File: config.mk
export PLATFORM = sky130hd
export DESIGN_NAME = sr_entry_ctrl
export DESIGN_NICKNAME = d
export VERILOG_FILES = /design/src/rtl/sr_pkg.sv /design/src/rtl/sr_idle_timer.sv /design/src/rtl/sr_cs_fsm.sv /design/src/rtl/sr_idle_ack.sv /design/src/rtl/sr_entry_ctrl.sv
export SDC_FILE = /design/constraint.sdc
export NUM_CORES = 1
export LEC_CHECK = 0
export ABC_AREA = 1
export BUFFER_PORTS_ARGS = -buffer_cell sky130_fd_sc_hd__buf_2
export CORE_MARGIN = 3
export CORE_UTILIZATION = 45
export DETAILED_ROUTE_END_ITERATION = 8
export PLACE_DENSITY = 0.77
export SLEW_MARGIN = 15
export SYNTH_ARGS = -nofsm -noshare
export SYNTH_HDL_FRONTEND = slang
export SYNTH_SLANG_ARGS = --single-unit
File: constraint.sdc
create_clock -name clk -period 3 [get_ports clk]
set_clock_uncertainty 0.05 [all_clocks]
set_input_delay 0.6 -clock clk [delete_from_list [all_inputs] [get_ports clk]]
set_output_delay 0.6 -clock clk [all_outputs]
set_load 0.05 [all_outputs]
File: src/rtl/sr_pkg.sv
package sr_pkg;
    typedef enum logic [1:0] {
        SR_IDLE     = 2'd0,
        SR_ENTERING = 2'd1,
        SR_IN       = 2'd2,
        SR_EXITING  = 2'd3
    } sr_state_t;

    localparam logic [1:0] CLK_MODE_AUTO  = 2'd2;
    localparam logic [1:0] IDLE_MODE_SMART = 2'd2;
endpackage

File: src/rtl/sr_idle_timer.sv
module sr_idle_timer #(
    parameter int TMR_W = 8
) (
    input  logic             clk,
    input  logic             rst_n,
    input  logic [1:0]       clk_mode,
    input  logic             bus_active,
    input  logic [TMR_W-1:0] limit,
    output logic             hit
);
    import sr_pkg::*;

    logic [TMR_W-1:0] cnt;
    logic             armed;

    assign armed = (clk_mode == CLK_MODE_AUTO) && !bus_active && (limit != '0);
    // Hit on the edge that brings the count to the limit.
    assign hit   = armed && (cnt == limit - TMR_W'(1));

    always_ff @(posedge clk or negedge rst_n) begin
        if (!rst_n) begin
            cnt <= '0;
        end else if (bus_active || clk_mode != CLK_MODE_AUTO) begin
            cnt <= '0;
        end else if (cnt != limit) begin
            cnt <= cnt + TMR_W'(1);
        end
    end

    // Once the limit is reached during idle, the count stays put.
    assert_saturate_R5: assert property (@(posedge clk) disable iff (!rst_n)
        (armed && cnt == limit) |=> $stable(cnt));
    // Activity always restarts the count.
    assert_reload_R5: assert property (@(posedge clk) disable iff (!rst_n)
        bus_active |=> (cnt == '0));
endmodule

File: src/rtl/sr_cs_fsm.sv
module sr_cs_fsm (
    input  logic              clk,
    input  logic              rst_n,
    input  logic              enter_trig,
    input  logic              exit_cmd,
    input  logic              acc_req,
    input  logic              done,
    output sr_pkg::sr_state_t state,
    output logic              cmd_valid,
    output logic              cmd_enter,
    output logic              acc_ready
);
    import sr_pkg::*;

    sr_state_t nxt;

    always_comb begin
        nxt = state;
        unique case (state)
            SR_IDLE:     if (enter_trig)          nxt = SR_ENTERING;
            SR_ENTERING: if (done)                nxt = SR_IN;
            SR_IN:       if (exit_cmd || acc_req) nxt = SR_EXITING;
            SR_EXITING:  if (done)                nxt = SR_IDLE;
        endcase
    end

    always_ff @(posedge clk or negedge rst_n) begin
        if (!rst_n) state <= SR_IDLE;
        else        state <= nxt;
    end

    always_comb begin
        cmd_valid = 1'b0;
        cmd_enter = 1'b0;
        acc_ready = 1'b0;
        unique case (state)
            SR_IDLE:     acc_ready = 1'b1;
            SR_ENTERING: begin cmd_valid = 1'b1; cmd_enter = 1'b1; end
            SR_IN:       ;
            SR_EXITING:  cmd_valid = 1'b1;
        endcase
    end

    assert_enter_done_R6: assert property (@(posedge clk) disable iff (!rst_n)
        (state == SR_ENTERING && done) |=> (state == SR_IN));
    assert_exit_on_access_R8: assert property (@(posedge clk) disable iff (!rst_n)
        (state == SR_IN && acc_req) |=> (state == SR_EXITING));
    assert_busy_holds_R9: assert property (@(posedge clk) disable iff (!rst_n)
        (state == SR_EXITING && !done) |=> (state == SR_EXITING));
endmodule

File: src/rtl/sr_idle_ack.sv
module sr_idle_ack (
    input  logic       clk,
    input  logic       rst_n,
    input  logic       idle_req,
    input  logic [1:0] idle_mode,
    input  logic       irq_busy,
    input  logic       busy,
    output logic       idle_ack
);
    import sr_pkg::*;

    always_ff @(posedge clk or negedge rst_n) begin
        if (!rst_n) idle_ack <= 1'b0;
        else        idle_ack <= idle_req && (idle_mode == IDLE_MODE_SMART)
                                && !irq_busy && !busy;
    end

    assert_ack_drops_R10: assert property (@(posedge clk) disable iff (!rst_n)
        !idle_req |=> !idle_ack);
    assert_ack_irq_R10: assert property (@(posedge clk) disable iff (!rst_n)
        irq_busy |=> !idle_ack);
endmodule

File: src/rtl/sr_entry_ctrl.sv
module sr_entry_ctrl #(
    parameter int NUM_CS = 2,
    parameter int TMR_W  = 8
) (
    input  logic                  clk,
    input  logic                  rst_n,
    input  logic [1:0]            clk_mode,
    input  logic [1:0]            idle_mode,
    input  logic                  warm_en,
    input  logic                  idle_en,
    input  logic [TMR_W-1:0]      idle_limit,
    input  logic [NUM_CS-1:0]     sw_enter,
    input  logic [NUM_CS-1:0]     sw_exit,
    input  logic                  warm_evt,
    input  logic                  idle_req,
    input  logic                  bus_active,
    input  logic [NUM_CS-1:0]     acc_req,
    output logic [NUM_CS-1:0]     acc_ready,
    input  logic                  irq_busy,
    output logic [NUM_CS-1:0]     seq_valid,
    output logic [NUM_CS-1:0]     seq_enter,
    input  logic [NUM_CS-1:0]     seq_done,
    output logic [2*NUM_CS-1:0]   sr_state,
    output logic                  idle_ack
);
    import sr_pkg::*;

    logic              idle_req_q;
    logic              timeout_hit;
    logic              shared_trig;
    logic [NUM_CS-1:0] in_flight;
    logic              busy;

    always_ff @(posedge clk or negedge rst_n) begin
        if (!rst_n) idle_req_q <= 1'b0;
        else        idle_req_q <= idle_req;
    end

    sr_idle_timer #(.TMR_W(TMR_W)) u_timer (
        .clk        (clk),
        .rst_n      (rst_n),
        .clk_mode   (clk_mode),
        .bus_active (bus_active),
        .limit      (idle_limit),
        .hit        (timeout_hit)
    );

    assign shared_trig = (warm_evt && warm_en)
                       || (idle_req && !idle_req_q && idle_en)
                       || timeout_hit;

    for (genvar i = 0; i < NUM_CS; i++) begin : g_cs
        sr_state_t st;

        sr_cs_fsm u_fsm (
            .clk        (clk),
            .rst_n      (rst_n),
            .enter_trig (sw_enter[i] || shared_trig),
            .exit_cmd   (sw_exit[i]),
            .acc_req    (acc_req[i]),
            .done       (seq_done[i]),
            .state      (st),
            .cmd_valid  (seq_valid[i]),
            .cmd_enter  (seq_enter[i]),
            .acc_ready  (acc_ready[i])
        );

        assign sr_state[2*i +: 2] = st;
        assign in_flight[i] = seq_valid[i];
    end

    assign busy = (|in_flight) || (|(acc_req & ~acc_ready));

    sr_idle_ack u_ack (
        .clk       (clk),
        .rst_n     (rst_n),
        .idle_req  (idle_req),
        .idle_mode (idle_mode),
        .irq_busy  (irq_busy),
        .busy      (busy),
        .idle_ack  (idle_ack)
    );

    // No acknowledge while a command to the sequencer is outstanding.
    assert_ack_quiet_R10: assert property (@(posedge clk) disable iff (!rst_n)
        (|seq_valid) |=> !idle_ack);
endmodule

; ---- Yosys cells after proc, flatten, opt, wreduce, memory -nomap -nowiden
; Cells that the tools add are included.
[totals]
in_bits = 28
register_bits = 14
wordCells = 77
output_inout_bits = 11
[op_classes]
eq_ne = 19
n_bitwise = 2
muxes = 18
n_reduce_logical = 31
add_sub_neg = 2
[ops]
columns = operator, count
row1 = 2-to-1 mux 2 bit, 8
row2 = 2-to-1 mux 8 bit, 2
row3 = one-hot mux 2 bit (4 select lines), 2
row4 = "equality test 2 bit, second input constant", 6
row5 = "!= test 2 bit, second input constant", 5
row6 = logical AND 1 bit, 9
row7 = "adder 8 x 1 -> 8 bit, second input constant", 1
row8 = equality test 8 bit, 1
row9 = logical OR 1 bit, 8
row10 = "!= test 2 x 1 -> 1 bit, second input constant", 4
row11 = != test 8 bit, 1
row12 = AND reduction 4 bit, 2
row13 = nonzero test 8 bit, 1
row14 = OR reduction 2 bit, 4
row15 = "subtractor 8 x 1 -> 8 bit, second input constant", 1
row16 = 2-to-1 mux 1 bit, 6
row17 = "equality test 2 x 1 -> 1 bit, second input constant", 2
row18 = zero test 1 bit, 4
row19 = zero test 2 bit, 2
row20 = AND 2 bit, 1
row21 = NOT 2 bit, 1
row22 = nonzero test 2 bit, 1

; ---- Logic depth before layout (Yosys ltp)
[depth]
ltp_word = 8
mapped_depth = 13

; ---- Cells and area by module
; From an unflattened synthesis, not the netlist that was laid out.
[unflattened]
cells_unflattened = 237
area_unflattened_um2 = 1491.4
[modules_own_cells]
columns = mod, instances, seq_area_each_um2, cells_per_inst, area_per_inst_um2
row1 = sr_idle_timer, 1, 200.2, 169, 983.4
row2 = sr_cs_fsm, 2, 50.0, 24, 188.9
row3 = sr_entry_ctrl, 1, 25.0, 13, 81.3
row4 = sr_idle_ack, 1, 25.0, 7, 48.8

; ---- Worst setup path after synthesis
; No wires, ideal clock.
[synth_path]
kind = reg2out
from = register g_cs[0].u_fsm.state[1]
to = output seq_valid[0]
stages_incl_launch_ff = 6
arrival_time_ns = 1.352
path_slack_ns = 0.998
cell_sequence = dfrtp_1 > inv_1 > ha_1 > nor2_1 > inv_1 > buf_4
[synth_between]
elab_chain_len = 3
[synth_rtl]
columns = element, line
row1 = "start, declared", sr_cs_fsm.sv:8  ; output sr_pkg::sr_state_t state,
row2 = "start signal, assigned", sr_cs_fsm.sv:29  ; else state <= nxt;
row3 = equality test 2 bit or equality test 2 x 1 -> 1 bit (tied branches), sr_cs_fsm.sv:36  ; unique case (state)
row4 = OR reduction 2 bit (no line) (*), -
row5 = 2-to-1 mux 1 bit (*), sr_cs_fsm.sv:36
row6 = "end, declared", sr_entry_ctrl.sv:20  ; output logic [NUM_CS-1:0] seq_valid,
; Mark *: on every way between the ends. The rest lies on a longest branch, timed or not.

; ---- Worst setup path after layout
; Same ends and word-level chain as after synthesis.

==> flow_metrics.env <==
export IMPL_status="completed"
export IMPL_min_delay_path_class="input pin to async pin"
export IMPL_viasPerCell=4.72
export IMPL_synthTopCellsByArea="dfrtp_1 24%, nand2_1 15%, ha_1 9.6%"
export IMPL_worstSetupPathType="register to primary output"
export IMPL_cp_num_buf_inv=3
export IMPL_grt_max_degree=15
export IMPL_fillers=295
export IMPL_dieArea_um2=3910
export IMPL_cp_endpoint="seq_valid[0]"
export IMPL_postCtsHoldBufs=0
export IMPL_crit_chain="inv_1, ha_1, nor2_1, inv_1, buf_2"
export IMPL_cp_start_kind="register"
export IMPL_fin_setup_tns_ns=0
export IMPL_max_stage_delay_ns=0.41
export IMPL_min_period_over_period_pct=69.7
export IMPL_dp_worst_setup_slack_ns=0.853
export IMPL_yosys_warnings=0
export IMPL_slew_violations=0
export IMPL_fin_cells=276
export IMPL_critPathSlowestCell="dfrtp_1"
export IMPL_dp_hpwl_um=2500
export IMPL_syn_area_per_cell_um2=7.12
export IMPL_post_cts_buffers=0
export IMPL_fin_crit_ns=2.09
export IMPL_syn_cell_area_um2=1440
export IMPL_r2r_end="g_cs[1].u_fsm.state[0]"
export IMPL_fin_area_um2=1640
export IMPL_final_util_pct=56.5
export IMPL_post_drt_wl_per_cell_um=10.8
export IMPL_p_int_mw=0.445
export IMPL_crit_top_cell="inv_1"
export IMPL_grtUsageTotal_pct=16.4
export IMPL_postPlaceCellArea_um2=1620
export IMPL_slew_headroom_pct=78.7
export IMPL_grt_overflow=0
export IMPL_final_nets=275
export IMPL_critPathLaunch="g_cs[0].u_fsm.state[1]"
export IMPL_p_comb_share_pct=65.1
export IMPL_cp_depth=5
export IMPL_core_area_um2=2900
export IMPL_p_sw_share_pct=57.3
export IMPL_cts_sinks=14
export IMPL_grt_pass1_vias=1186
export IMPL_total_power_mw=1.04
export IMPL_routed_via_count=1303
export IMPL_arrival_ns=1.44
export IMPL_setup_viol=0
export IMPL_cts_resized=0
export IMPL_diodes=0
export IMPL_r2r_setup_slack_ns=1.37
export IMPL_gp_congestion=0.849
export IMPL_grt_pass1_wl_um=5280
export IMPL_fp_dieH_um=62.5
export IMPL_worstPathRequired_ns=2.35
export IMPL_power_per_cell_area_nw_per_um2=637
export IMPL_synth_nets=241
export IMPL_start_util_pct=49.6
export IMPL_syn_to_final_growth_pct=13.9
export IMPL_synthCells=202
export IMPL_routed_wl_um=2980
export IMPL_row_count=19
export IMPL_cts_made_buffers=3
export IMPL_cpLargestDelayFamily="flip-flops"
export IMPL_worstSetupEndpointType="primary output"
export IMPL_synth_top_cell_area_share_pct=24.4
export IMPL_worstPathMaxFanout=5
export IMPL_placedCellCount=273
export IMPL_final_layout_size_suffix_gt1_share_pct=26.9
export IMPL_yosysSeqAreaShare_pct=24.4
export IMPL_p_switching_mw=0.598
export IMPL_antenna_found_initial=0
export IMPL_worst_slew_pin_slew_ns=0.312
export IMPL_reg2reg_depth=8
export IMPL_yosys_area_top_type="dfrtp_1"
export IMPL_synth_seq_cells=14
export IMPL_cts_root_buf="clkbuf_4"
export IMPL_clk_latency_ns=0.28
export IMPL_htreeDepth=1
export IMPL_clock_fmax_mhz=478
export IMPL_drv_cap=0
export IMPL_drc=0
export IMPL_synth_cell_types=28
export IMPL_die_w_um=62.5
export IMPL_drt_iter0_markers=42
export IMPL_clock_tree_buffer_depth=2
export IMPL_grt_setup_unrepaired="no"
export IMPL_io_pin_count=39
export IMPL_p_leak_nw=0.902
export IMPL_dr_pass1_iters=4
export IMPL_reg2reg_from="u_timer.cnt[5]"
export IMPL_clk_pin_slew_ns=0.08
export IMPL_cts_tree="built"
export IMPL_hold_slack_ns=0.151
export IMPL_io_buffers=38
export IMPL_pwr_share_seq_pct=24.8
export IMPL_pwr_share_clk_pct=10.1
export IMPL_ir_drop_mv=0.324
export IMPL_ant_nets=0
export IMPL_worst_slack_ns=0.909
export IMPL_timing_hold_violations_final=0
-- layout make-up --
type | instances | area, um^2 | area share (%)
tap | 42 | 52.6 | 3.21
inverter | 30 | 118 | 7.18
timing repair buffer | 38 | 190 | 11.6
multi-input combinational | 149 | 905 | 55.2
clock buffer | 3 | 22.5 | 1.38
sequential | 14 | 350 | 21.4
-- registers in the layout, indices dropped and copies added, names as in the netlist --
signal	flops
u_ack.idle_ack	1
u_timer.cnt	8
idle_req_q	1
g_cs.u_fsm.state	4
-- worst reg2reg max path: stages, from the launching register on --
cell	delay, ns
dfrtp_1	0.52
xor2_2	0.25
nand3_1	0.09
a21oi_1	0.17
nand3_2	0.13
nand3_2	0.10
nand2_1	0.07
nand2_1	0.07
nand2_1	0.06
-- kinds of logic after synthesis --
group,Yosys count,share of synthesized area [%]
buffers and inverters,39,12.7
xor gates and xnor gates,13,10.0
DFF,14,24.4
and+or+nand+nor,113,37.7
AOI/OAI and AO/OA,12,5.66
adders and majority gates,11,9.57
-- power by group through the flow --
stage	Sequential, mW	Combinational (mW)	Clock, mW
5_1_grt	0.266	0.747	0.116
2_1_floorplan	0.355	0.494	0
4_1_cts	0.259	0.685	0.110
3_3_place_gp	0.262	0.666	0
6_report	0.259	0.679	0.105
3_5_place_dp	0.262	0.684	0
-- cells in the final DEF, fill, tap and decap left out, types with 5 or more instances in the layout --
| master | count |
|---|---|
| dfrtp_1 | 14 |
| nor2_1 | 23 |
| nand2_1 | 57 |
| buf_2 | 38 |
| nand4_1 | 5 |
| xor2_1 | 5 |
| inv_1 | 28 |
| nand3_1 | 13 |
| ha_1 | 11 |
-- synthesized netlist by cell type --
cell	n
inv_1	28
nor4_4	2
nor2_2	2
o21ai_2	2
nand3_1	13
nor2_1	23
o32a_1	1
a21oi_1	2
a32o_1	1
o21ai_1	4
inv_2	1
nand2_2	4
clkinv_4	1
dfrtp_1	14
nand2_1	57
xnor2_1	4
nor3_1	1
buf_4	8
ha_1	11
a2111oi_0	1
xor2_2	4
nand3_4	1
nand3_2	3
or2_2	2
nand4_1	5
buf_2	1
xor2_1	5
o21ai_0	1
-- how the worst min path moves through the flow --
stage | from | to | slack, ns | depth (start not counted)
finish | rst_n | idle_req_q | 0.15 | 1
detailed placement | rst_n | u_timer.cnt[0] | 0.47 | 1
global placement | rst_n | u_timer.cnt[0] | 0.46 | 1
floorplan | rst_n | g_cs[0].u_fsm.state[0] | 0.25 | 0
CTS | rst_n | idle_req_q | 0.15 | 1
global route | rst_n | u_timer.cnt[2] | 0.16 | 1
-- routing by layer --
metal | vias up | track usage, % | share of wire [%]
met5 | - | 0 | 0
met4 | 0 | 3.31 | 0.77
met3 | 4 | 4.68 | 6.0
met2 | 36 | 26.6 | 47
met1 | 573 | 21.5 | 46
li1 | 690 | - | -
(Power assumes the default switching activity.)
